`config.mk`:
```
export PLATFORM = sky130hd
export DESIGN_NAME = spi_stat_flags
export DESIGN_NICKNAME = d
export VERILOG_FILES = /design/src/rtl/spi_stat_pkg.sv /design/src/rtl/spi_flag_fsm.sv /design/src/rtl/spi_ss_sync.sv /design/src/rtl/spi_stat_flags.sv
export SDC_FILE = /design/constraint.sdc
export NUM_CORES = 1
export LEC_CHECK = 0
export ABC_AREA = 1
export BUFFER_PORTS_ARGS = -buffer_cell sky130_fd_sc_hd__buf_2
export CAP_MARGIN = 20
export CORE_AREA = 4 4 46 48
export DETAILED_ROUTE_END_ITERATION = 6
export DIE_AREA = 0 0 50 52
export GPL_TIMING_DRIVEN = 0
export PLACE_DENSITY_LB_ADDON = 0.3
export RECOVER_POWER = 25
export SLEW_MARGIN = 20
export SYNTH_ARGS = -nofsm -noshare
export SYNTH_HDL_FRONTEND = slang
export SYNTH_HIERARCHICAL = 1
export SYNTH_SLANG_ARGS = --single-unit
export TNS_END_PERCENT = 1
```
`constraint.sdc`:
```
create_clock -name clk -period 1.1 [get_ports clk]
set_input_delay 0.22 -clock clk [delete_from_list [all_inputs] [get_ports clk]]
set_output_delay 0.22 -clock clk [all_outputs]
set_load 0.05 [all_outputs]
```
`src/rtl/spi_stat_pkg.sv`:
```
package spi_stat_pkg;
    typedef enum logic [1:0] {
        FL_IDLE  = 2'd0,
        FL_PEND  = 2'd1,
        FL_ARMED = 2'd2
    } flag_st_t;

    localparam int STAT_W    = 8;
    localparam int NFLAGS    = 3;
    localparam int BIT_DONE  = 7;
    localparam int BIT_COLL  = 6;
    localparam int BIT_FAULT = 4;
    // flag slot indices
    localparam int F_DONE  = 0;
    localparam int F_COLL  = 1;
    localparam int F_FAULT = 2;
endpackage

```
`src/rtl/spi_flag_fsm.sv`:
```
module spi_flag_fsm
    import spi_stat_pkg::*;
(
    input  logic clk,
    input  logic rst_n,
    input  logic set_ev,
    input  logic stat_acc,
    input  logic clr_acc,
    input  logic abort_acc,
    output logic flag
);
    flag_st_t st_q, st_d;

    always_ff @(posedge clk) begin
        if (!rst_n) st_q <= FL_IDLE;
        else        st_q <= st_d;
    end

    always_comb begin
        st_d = st_q;
        unique case (st_q)
            FL_IDLE: begin
                if (set_ev) st_d = FL_PEND;
            end
            FL_PEND: begin
                // the read saw a 1, so it arms even if a new set arrives
                if (stat_acc) st_d = FL_ARMED;
            end
            FL_ARMED: begin
                if (set_ev)         st_d = FL_PEND;
                else if (clr_acc)   st_d = FL_IDLE;
                else if (abort_acc) st_d = FL_PEND;
                else                st_d = FL_ARMED;
            end
            default: st_d = FL_IDLE;
        endcase
    end

    always_comb begin
        flag = (st_q != FL_IDLE);
    end
endmodule

```
`src/rtl/spi_ss_sync.sv`:
```
module spi_ss_sync #(
    parameter int STAGES = 2
) (
    input  logic clk,
    input  logic rst_n,
    input  logic d_in,
    output logic q_out
);
    generate
        if (STAGES == 0) begin : g_bypass
            assign q_out = d_in;
        end else begin : g_chain
            logic [STAGES-1:0] q;
            always_ff @(posedge clk) begin
                if (!rst_n) begin
                    q <= '1;
                end else begin
                    q[0] <= d_in;
                    for (int i = 1; i < STAGES; i++) q[i] <= q[i-1];
                end
            end
            assign q_out = q[STAGES-1];
        end
    endgenerate
endmodule

```
`src/rtl/spi_stat_flags.sv`:
```
module spi_stat_flags
    import spi_stat_pkg::*;
#(
    parameter int SYNC_STAGES = 2
) (
    input  logic              clk,
    input  logic              rst_n,
    input  logic              stat_rd,
    input  logic              data_rd,
    input  logic              data_wr,
    input  logic              ctrl_wr,
    input  logic              xfer_done,
    input  logic              xfer_busy,
    input  logic              master_en,
    input  logic              ss_n,
    input  logic              irq_en,
    output logic [STAT_W-1:0] status,
    output logic              irq,
    output logic              wr_inhibit
);
    logic              ss_q;
    logic              data_acc;
    logic [NFLAGS-1:0] set_v, clr_v, abort_v, flag_v;

    spi_ss_sync #(.STAGES(SYNC_STAGES)) u_sync (
        .clk   (clk),
        .rst_n (rst_n),
        .d_in  (ss_n),
        .q_out (ss_q)
    );

    always_comb begin
        data_acc         = data_rd | data_wr;
        set_v[F_DONE]    = xfer_done;
        clr_v[F_DONE]    = data_acc;
        abort_v[F_DONE]  = ctrl_wr;
        set_v[F_COLL]    = data_wr & xfer_busy;
        clr_v[F_COLL]    = data_acc;
        abort_v[F_COLL]  = ctrl_wr;
        set_v[F_FAULT]   = master_en & ~ss_q;
        clr_v[F_FAULT]   = ctrl_wr;
        abort_v[F_FAULT] = data_acc;
    end

    generate
        for (genvar g = 0; g < NFLAGS; g++) begin : g_flag
            spi_flag_fsm u_fl (
                .clk       (clk),
                .rst_n     (rst_n),
                .set_ev    (set_v[g]),
                .stat_acc  (stat_rd),
                .clr_acc   (clr_v[g]),
                .abort_acc (abort_v[g]),
                .flag      (flag_v[g])
            );
        end
    endgenerate

    always_comb begin
        status            = '0;
        status[BIT_DONE]  = flag_v[F_DONE];
        status[BIT_COLL]  = flag_v[F_COLL];
        status[BIT_FAULT] = flag_v[F_FAULT];
        irq               = irq_en & (flag_v[F_DONE] | flag_v[F_FAULT]);
        wr_inhibit        = flag_v[F_DONE];
    end
endmodule

```
==> results.cfg <==
[clocking]
clkTransAtPathRegs_ns = 0.05
cts_max_level = 1
cts_tree = built
numCtsBuffers = 3
root_buffer = clkbuf_4
clock_latency_ns = 0.25
clock-sinks = 8
clockBufferDepth = 2

[synthesis]
synth_cell_types = 12
netlist.area_leader.share_pct = 30.4
synthCells = 87
avgSynthCellArea_um2 = 6.05
yosysTopAreaCell = dfxtp_1
yosys_warnings = 6
synthesis.area_um2 = 527
ys_seq_area_share_pct = 30.4
synth_seq_cells = 8
synth_area_leaders = dfxtp_1 30%, nand2_1 13%, nor2_1 13%, inv_1 12%, buf_4 8.6%

[sta]
setup_viol = 3
whs_ns = 0.146
hold_violations = 0
fin_crit_ns = 1.22
fin_crit_sh_pct = 111
fin_tns_setup_ns = -0.311
final.setup_skew_ns = 0.0000668
drv_slew = 0
worst_slack_ns = -0.124
rsz0062_at_grt = true
max_freq_ghz = 0.817

[floorplan]
dieArea_mm2 = 0.00260
core_mm2 = 0.00171
ioPinCount = 21
die-height_um = 52
die_width_um = 50
rows = 15
start_util_pct = 30.8

[status]
violations = negative setup slack
outcome = finished, violations left

[layout]
postLayoutCoreUtil_pct = 46.9
fill_cells = 183
syn_to_final_growth_pct = 52.0
drive_gt1_share_pct = 46.4
fin_nets = 125
diodes = 0

[routing]
via_count = 544
viasPerCell = 3.97
drc = 0
avgRoutedWirePerCell_um = 7.82
drtIter0Drc = 10
drt_wl_total_um = 1070
drt_first_pass_iters = 4
ant_nets = 0

[place]
gp_congestion = 0.696
io_buffers = 15
hpwl_um = 843

[critical_path]
crit_slowest_cell = dfxtp_2
end_kind = output pin
worstPathCellList = inv_4 -> nand2_8 -> nor2_4 -> nor2_4 -> buf_8
crit_type = reg -> out
critPathLaunchType = register
arrival_ns = 1.00
worst-path-max-fanout = 3
critPathMaxStageDelay_ns = 0.33
cp.required_ns = 0.88
worst_path_most_repeated_cell = nor2_4

[grt]
grt_max_degree = 9
grt_pass1_vias = 537
grt_usage_pct = 10.1
antenna_found_initial = 0
grt_overflow_total = 0
grt_pass1_wl_um = 2000

[job]
drv_cap = 0

[pwr]
irDropWorstVdd_mv = 0.713
power_density_mw_per_mm2 = 991
leakagePower_nw = 0.432

[hold_path]
min_path_type = in -> reg
## cells in the mapped netlist
| master | number |
|---|---|
| or2_1 | 1 |
| buf_4 | 6 |
| conb_1 | 1 |
| inv_1 | 17 |
| nor2_1 | 18 |
| dfxtp_1 | 8 |
| nand3_1 | 6 |
| inv_2 | 3 |
| nor2_2 | 3 |
| nand2_1 | 18 |
| a21boi_2 | 3 |
| nand2_2 | 3 |
## critical path, delay by kind of cell, from the launching register on
| family | cells | cell delay [ns] |
|---|---|---|
| buffers and inverters | 2 | 0.21 |
| DFF | 1 | 0.33 |
| and+or+nand+nor | 3 | 0.20 |
## path summary, 6_finish.rpt
path                                 end  slack (ns)              startpoint  cells past startpoint
hold reg to reg      u_sync/g_chain.q[1]        0.40     u_sync/g_chain.q[0]                      2
hold / removal       u_sync/g_chain.q[0]        0.15                    ss_n                      3
setup / recovery                     irq       -0.12  g_flag[0].u_fl/st_q[1]                      5
setup reg to reg  g_flag[2].u_fl/st_q[1]        0.16  g_flag[2].u_fl/st_q[0]                      6
## metal layers
| metal | vias to the layer above | part of all wire [%] | global-route usage, % |
|---|---|---|---|
| met4 | 0 | 0.93 | 5.53 |
| met2 | 23 | 49 | 17.2 |
| met5 | - | 0 | 0 |
| li1 | 292 | - | - |
| met3 | 2 | 8.8 | 2.87 |
| met1 | 227 | 41 | 11.2 |
## where the power goes
part	total (W)	leakage [nW]	internal, W	switching (W)
logic	0.000266	0.349	0.000101	0.000165
registers	0.000308	0.0684	0.000300	0.00000808
clock network	0.000219	0.0138	0.000125	0.0000945
total	0.000793	0.432	0.000526	0.000268
## layout make-up
class	instances	area (um2)	share of cell area [%]
plain buffers	6	45.0	5.62
clock buffers	3	22.5	2.81
inverters	20	87.6	10.9
multi-input cells	57	312	38.9
flip-flops and latches	8	170	21.2
well taps	25	31.3	3.91
repair buffers	18	133	16.6
## cells in the final DEF (no fill, tap or decap), drive strengths merged
cell type  netlist  routed
buf              6      23
nand3            6       6
a21boi           3       3
nor2            21      21
dfxtp            8       8
inv             20      20
clkbuf           0       4
or2              1       1
nand2           21      21
conb             1       5
## stage by stage
step                      cells  total power, W  cell area (um2)  setup WS [ns]
after floorplan              91        0.000503              586       0.000942
after global placement      131        0.000545              692         0.0120
after detailed placement    131        0.000548              692        0.00839
after CTS                   137        0.000806              787         -0.133
after global routing        137        0.000851              801         -0.183
final                       137        0.000793              801         -0.124
## cells by family after synthesis
logic type / synth area share, %
buffers and inverters: 22.8
AND/OR/NAND/NOR: 39.7
other: 0.712
AO/OA/AOI/OAI: 6.41
flip-flops: 30.4
## what timing repair did
| action | in CTS | in global routing |
|---|---|---|
| cloned | 0 | 0 |
| pin swaps | 4 | 0 |
| resized for setup | 20 | 5 |
| hold buffers | 0 | 0 |
| setup buffers | 3 | 0 |
| setup endpoints to repair | 5 | 5 |
## sequential cells by signal (all words and copies together) (netlist names)
name / flops
g_flag.u_fl/st_q: 6
u_sync/g_chain.q: 2
Note: power is estimated with default switching activity, not from simulation.
